### src/rtl/wdog_unlock_pkg.sv
package wdog_unlock_pkg;

  localparam logic [15:0] UNLOCK_KEY_A = 16'hC520;
  localparam logic [15:0] UNLOCK_KEY_B = 16'hD928;

  typedef enum logic [2:0] {
    ST_IDLE  = 3'd0,
    ST_FIRST = 3'd1,
    ST_OPEN  = 3'd2,
    ST_IRQ   = 3'd3,
    ST_RESET = 3'd4
  } unlock_state_e;

  // Where a fault sends the sequencer.
  function automatic unlock_state_e fault_target(input logic irq_first);
    return irq_first ? ST_IRQ : ST_RESET;
  endfunction

endpackage

### src/rtl/wdog_key_match.sv
module wdog_key_match #(
  parameter int                  DATA_W     = 16,
  parameter logic [DATA_W-1:0]   KEY_FIRST  = 16'hC520,
  parameter logic [DATA_W-1:0]   KEY_SECOND = 16'hD928
) (
  input  logic              wr_en,
  input  logic              wr_sel,
  input  logic              allow_upd,
  input  logic [DATA_W-1:0] wr_data,
  output logic              hit,
  output logic              is_first,
  output logic              is_second
);

  function automatic logic key_eq(input logic [DATA_W-1:0] d,
                                  input logic [DATA_W-1:0] k);
    return (d == k);
  endfunction

  assign hit       = wr_en & wr_sel & allow_upd;
  assign is_first  = key_eq(wr_data, KEY_FIRST);
  assign is_second = key_eq(wr_data, KEY_SECOND);

endmodule

### src/rtl/wdog_gap_timer.sv
module wdog_gap_timer #(
  parameter int LIMIT = 20,
  parameter int W     = $clog2(LIMIT + 1)
) (
  input  logic         clk,
  input  logic         rst_n,
  input  logic         load,
  input  logic         run,
  output logic [W-1:0] cnt,
  output logic         expired
);

  localparam logic [W-1:0] LIM = W'(LIMIT);

  // Saturating step so the count never leaves 0..LIMIT.
  function automatic logic [W-1:0] gap_step(input logic [W-1:0] c);
    if (c >= LIM) return LIM;
    return c + W'(1);
  endfunction

  always_ff @(posedge clk or negedge rst_n) begin
    if (!rst_n)    cnt <= '0;
    else if (load) cnt <= W'(1);
    else if (run)  cnt <= gap_step(cnt);
  end

  assign expired = (cnt == LIM);

endmodule

### src/rtl/wdog_down_timer.sv
module wdog_down_timer #(
  parameter int W = 16
) (
  input  logic         clk,
  input  logic         rst_n,
  input  logic         load,
  input  logic [W-1:0] load_val,
  input  logic         run,
  output logic [W-1:0] cnt,
  output logic         last
);

  function automatic logic [W-1:0] down_step(input logic [W-1:0] c);
    if (c == '0) return '0;
    return c - W'(1);
  endfunction

  always_ff @(posedge clk or negedge rst_n) begin
    if (!rst_n)    cnt <= '0;
    else if (load) cnt <= load_val;
    else if (run)  cnt <= down_step(cnt);
  end

  assign last = (cnt == W'(1));

endmodule

### src/rtl/wdog_unlock_seq.sv
module wdog_unlock_seq
  import wdog_unlock_pkg::*;
#(
  parameter int                DATA_W     = 16,
  parameter logic [DATA_W-1:0] KEY_FIRST  = UNLOCK_KEY_A,
  parameter logic [DATA_W-1:0] KEY_SECOND = UNLOCK_KEY_B,
  parameter int                GAP_LIMIT  = 20,
  parameter int                WIN_W      = 16,
  parameter int                IRQ_DELAY  = 256
) (
  input  logic              clk,
  input  logic              rst_n,
  input  logic              wr_en,
  input  logic              wr_sel,
  input  logic [DATA_W-1:0] wr_data,
  input  logic              allow_upd,
  input  logic              irq_first_en,
  input  logic [WIN_W-1:0]  win_len,
  output logic              win_open,
  output logic              irq_req,
  output logic              rst_req
);

  localparam int GAP_W = $clog2(GAP_LIMIT + 1);
  localparam int IRQ_W = $clog2(IRQ_DELAY + 1);
  localparam logic [IRQ_W-1:0] IRQ_LOAD = IRQ_W'(IRQ_DELAY);

  unlock_state_e state_q, state_d;

  logic             wr_hit, is_k1, is_k2;
  logic [GAP_W-1:0] gap_cnt;
  logic             gap_expired;
  logic [WIN_W-1:0] win_cnt;
  logic             win_last;
  logic [IRQ_W-1:0] irq_cnt;
  logic             irq_last;

  // Named internal events (also observed by the checker).
  logic seq_idle, seq_in_first, seq_open, seq_irq, seq_armed;
  logic ev_key1_ok, ev_key2_ok, ev_bad_key, ev_gap_expire, ev_fault;
  logic ev_win_done, ev_irq_done, ev_zero_win;

  wdog_key_match #(
    .DATA_W     (DATA_W),
    .KEY_FIRST  (KEY_FIRST),
    .KEY_SECOND (KEY_SECOND)
  ) u_keys (
    .wr_en     (wr_en),
    .wr_sel    (wr_sel),
    .allow_upd (allow_upd),
    .wr_data   (wr_data),
    .hit       (wr_hit),
    .is_first  (is_k1),
    .is_second (is_k2)
  );

  assign seq_idle     = (state_q == ST_IDLE);
  assign seq_in_first = (state_q == ST_FIRST);
  assign seq_open     = (state_q == ST_OPEN);
  assign seq_irq      = (state_q == ST_IRQ);
  assign seq_armed    = seq_idle | seq_in_first | seq_open;

  assign ev_key1_ok    = wr_hit & is_k1 & (seq_idle | seq_open);
  assign ev_key2_ok    = wr_hit & is_k2 & seq_in_first;
  assign ev_bad_key    = wr_hit & seq_armed & ~ev_key1_ok & ~ev_key2_ok;
  assign ev_gap_expire = seq_in_first & ~wr_hit & gap_expired;
  assign ev_fault      = ev_bad_key | ev_gap_expire;
  assign ev_zero_win   = ev_key2_ok & (win_len == '0);
  assign ev_win_done   = seq_open & win_last;
  assign ev_irq_done   = seq_irq & irq_last;

  wdog_gap_timer #(
    .LIMIT (GAP_LIMIT),
    .W     (GAP_W)
  ) u_gap (
    .clk     (clk),
    .rst_n   (rst_n),
    .load    (ev_key1_ok),
    .run     (seq_in_first),
    .cnt     (gap_cnt),
    .expired (gap_expired)
  );

  wdog_down_timer #(
    .W (WIN_W)
  ) u_win (
    .clk      (clk),
    .rst_n    (rst_n),
    .load     (ev_key2_ok),
    .load_val (win_len),
    .run      (seq_open),
    .cnt      (win_cnt),
    .last     (win_last)
  );

  wdog_down_timer #(
    .W (IRQ_W)
  ) u_irq (
    .clk      (clk),
    .rst_n    (rst_n),
    .load     (ev_fault & irq_first_en),
    .load_val (IRQ_LOAD),
    .run      (seq_irq),
    .cnt      (irq_cnt),
    .last     (irq_last)
  );

  always_comb begin
    state_d = state_q;
    unique case (state_q)
      ST_IDLE: begin
        if (ev_key1_ok)    state_d = ST_FIRST;
        else if (ev_fault) state_d = fault_target(irq_first_en);
      end
      ST_FIRST: begin
        if (ev_zero_win)     state_d = ST_IDLE;
        else if (ev_key2_ok) state_d = ST_OPEN;
        else if (ev_fault)   state_d = fault_target(irq_first_en);
      end
      ST_OPEN: begin
        if (ev_key1_ok)       state_d = ST_FIRST;
        else if (ev_fault)    state_d = fault_target(irq_first_en);
        else if (ev_win_done) state_d = ST_IDLE;
      end
      ST_IRQ: begin
        if (ev_irq_done) state_d = ST_RESET;
      end
      ST_RESET: state_d = ST_RESET;
      default:  state_d = ST_IDLE;
    endcase
  end

  always_ff @(posedge clk or negedge rst_n) begin
    if (!rst_n) state_q <= ST_IDLE;
    else        state_q <= state_d;
  end

  assign win_open = seq_open;
  assign irq_req  = seq_irq;
  assign rst_req  = (state_q == ST_RESET);

endmodule

### config.mk
export PLATFORM = sky130hd
export DESIGN_NAME = wdog_unlock_seq
export DESIGN_NICKNAME = d
export VERILOG_FILES = /design/src/rtl/wdog_unlock_pkg.sv /design/src/rtl/wdog_key_match.sv /design/src/rtl/wdog_gap_timer.sv /design/src/rtl/wdog_down_timer.sv /design/src/rtl/wdog_unlock_seq.sv
export SDC_FILE = /design/constraint.sdc
export NUM_CORES = 1
export LEC_CHECK = 0
export BUFFER_PORTS_ARGS = -buffer_cell sky130_fd_sc_hd__buf_4
export CORE_ASPECT_RATIO = 0.9
export CORE_MARGIN = 4
export CORE_UTILIZATION = 35
export DETAILED_ROUTE_END_ITERATION = 10
export PLACE_DENSITY_LB_ADDON = 0.12
export SETUP_SLACK_MARGIN = 0.1
export SYNTH_ARGS = -nofsm -noshare
export SYNTH_HDL_FRONTEND = slang
export SYNTH_SLANG_ARGS = --single-unit
export TNS_END_PERCENT = 30
### constraint.sdc
create_clock -name clk -period 1.6 [get_ports clk]
set_input_delay 0 -clock clk [delete_from_list [all_inputs] [get_ports clk]]
set_output_delay 0 -clock clk [all_outputs]
set_load 0.02 [all_outputs]
==> results.cfg <==
[status]
outcome = finished, violations left
violations = negative setup slack

[floorplan]
core_area_um2 = 5690
fp.dieH_um = 80.8
fp-row-count = 26
die-area_um2 = 7180
start_util = 0.362
die_w_um = 88.9
ios = 41

[cts]
clockBufferDepth = 2
htreeDepth = 2
cts_buffers = 5
path_clk_slew_ns = 0.08
cts.sinks = 33
insertion_delay_ns = 0.29
clockRootBuffer = clkbuf_8
cts_tree = yes

[sta]
worst_hold_slack_ns = 0.0469
skew_ns = 0.0106
tightest_slew_ns = 0.423
fin_crit_ns = 1.83
final.setup.tns_ns = -3.33
drv_slew = 0
finalSetupViolCount = 28
timing.final.ws_setup_ns = -0.234
rsz0062_at_grt = true
fmax_mhz = 545
slew_headroom = 0.718
hold_viol_final = 0
post-route-period-util = 1.15

[cells_and_area]
syn_to_final_growth_pct = 68.7
layout_common_cells = buf_4 (103), dfrtp_1 (30), nor2_1 (29), nand2_1 (21), dlygate4sd3_1 (17)
drive_above_1_share = 0.446
fin_nets = 420
final_cells = 447
diodes = 0
layout_commonest_cell = buf_4
final_util = 0.611

[critical_path]
r2r-end = u_irq.cnt[6]$_DFFE_PN0P_
r2r_start = state_q[2]$_DFFE_PN0P_
crit_start = state_q[2]$_DFFE_PN0P_
worstSetupEndpoint = u_irq.cnt[6]$_DFFE_PN0P_
critPathMaxFanout = 3
crit_arrival_ns = 2.07
critPathKind = reg -> reg
setup.worst_path.start_class = flop
rr_worst_depth = 7
crit_path_end_kind = flop
worst_ep_required_time_ns = 1.83
r2r_setup_slack_ns = -0.23

[yosys]
syn_area_um2 = 2060
syn-num-nets = 288
yosysWarnings = 0
synth-edff-count = 0
synthArstFlopShare = 1.00
synth_seq_cells = 33
ys_types = 46
synthCells = 244
synth_ff_type = dfrtp_1
synth.avg_cell_area_um2 = 8.45
seq_area_frac_synth = 0.401

[global_route]
grt_overflow = 0
grt_pass1_vias = 2188
antenna_found_initial = 0
track_usage = 0.188
grt_pass1_wl_mm = 10.4
grt_max_degree = 34

[route]
wl_per_cell_um = 13.9
drt_iter0_drc = 59
wl_mm = 6.21
vias = 2277
viasPerCell = 5.09
drtAntennaViolNets = 0
dr.pass1.iters = 4
drc = 0

[placement]
gp_congestion = 0.875
dp.cells = 415
port_buffers = 40
dp_hpwl_mm = 4.50

[pwr]
power_switching_w = 0.00169
comb_power_share = 0.558
max-vdd-ir-drop_v = 0.000753
power.internal_w = 0.00275
powerDensity_nw_per_um2 = 1280
clkPwrFrac = 0.146
switching_share = 0.380
leakagePower_nw = 1.53
seqPwrFrac = 0.296
p_total_w = 0.00444

[min_path]
hp-class = in -> reg

[flow_run]
drv_cap = 0
## cell families (layout without fill, tap and decap cells)
group                    Yosys count  after routing  synth area share
AO/OA/AOI/OAI                     53             53             0.155
XOR/XNOR                           9              9            0.0383
adder cells (fa/ha/maj)            6              6            0.0364
buffers and inverters             14            147            0.0328
flip-flops                        33             33             0.401
multiplexers                       3              3            0.0152
AND/OR/NAND/NOR                  126            126             0.322
## cell usage after synthesis (all sizes together) (3+ instances only)
library cell / count / area (um^2)
nor2b: 3 / 18.8
buf: 3 / 21.3
nor4: 10 / 68.8
nand3: 11 / 55.1
inv: 8 / 30.0
xor2: 9 / 78.8
ha: 6 / 75.1
o21ai: 23 / 119
nand4b: 6 / 52.6
nor3: 10 / 50.1
a21oi: 15 / 75.1
or2: 4 / 25.0
or3: 4 / 25.0
nor2: 36 / 135
o21a: 3 / 22.5
nand4: 3 / 18.8
dfrtp: 33 / 826
nand2: 25 / 101
## critical path: stages, from the launching register on
cell and delay [ns]:
dfrtp_2 0.44, buf_4 0.14, or2_4 0.25, clkinv_8 0.05, nand2_4 0.04, or2_4 0.22, or4_4 0.48, a21oi_2 0.14
## repair_timing
| item | CTS | global route |
|---|---|---|
| hold buffers | 17 | 0 |
| pin swaps | 18 | 21 |
| setup endpoints to repair | 29 | 34 |
| endpoints found under the hold margin | 49 | 0 |
| setup buffers | 6 | 1 |
| resized for setup | 34 | 36 |
## final cells by class
cell class,count,area [um^2]
sequential,33,830
tap,70,87.6
inverter,9,48.8
fill,490,2220
timing repair buffer,130,1060
clock inverter,3,17.5
multi-input combinational,197,1360
clock buffer,5,68.8
## power groups by stage
| stage | registers (W) | logic, W | clock network, W |
|---|---|---|---|
| 4_1_cts | 0.00129 | 0.00230 | 0.000659 |
| 2_1_floorplan | 0.00133 | 0.000890 | 0 |
| 3_3_place_gp | 0.00127 | 0.00203 | 0 |
| 3_5_place_dp | 0.00128 | 0.00204 | 0 |
| 6_report | 0.00131 | 0.00248 | 0.000647 |
| 5_1_grt | 0.00135 | 0.00271 | 0.000693 |
## state kept, by name, indices dropped and copies added (netlist names)
register and cells:
state_q 3, u_win.cnt 16, u_irq.cnt 9, u_gap.cnt 5
## layer usage
layer | vias to the layer above | global-route usage | wire length (um)
li1 | 1152 | - | -
met1 | 1056 | 0.264 | 2980
met2 | 60 | 0.290 | 2830
met3 | 9 | 0.0436 | 304
met4 | 0 | 0.0529 | 104
met5 | - | 0 | 0
## worst min path at each step
stage | depth (start not counted) | endpoint | start
2_1_floorplan | 0 | state_q[0]$_DFFE_PN0P_ | rst_n
3_3_place_gp | 1 | u_win.cnt[3]$_DFFE_PN0P_ | rst_n
3_5_place_dp | 1 | u_win.cnt[3]$_DFFE_PN0P_ | rst_n
4_1_cts | 3 | state_q[2]$_DFFE_PN0P_ | irq_first_en
5_1_grt | 3 | state_q[2]$_DFFE_PN0P_ | irq_first_en
6_report | 3 | state_q[2]$_DFFE_PN0P_ | irq_first_en
## metrics by stage
stage          instance area [um^2]  setup slack (ns)
3_3_place_gp                   2950            -0.242
3_5_place_dp                   2950            -0.258
4_1_cts                        3350            -0.212
5_1_grt                        3480            -0.319
6_report                       3480            -0.234
2_1_floorplan                  2090            -0.110
Power figures use the tool's default switching activity.
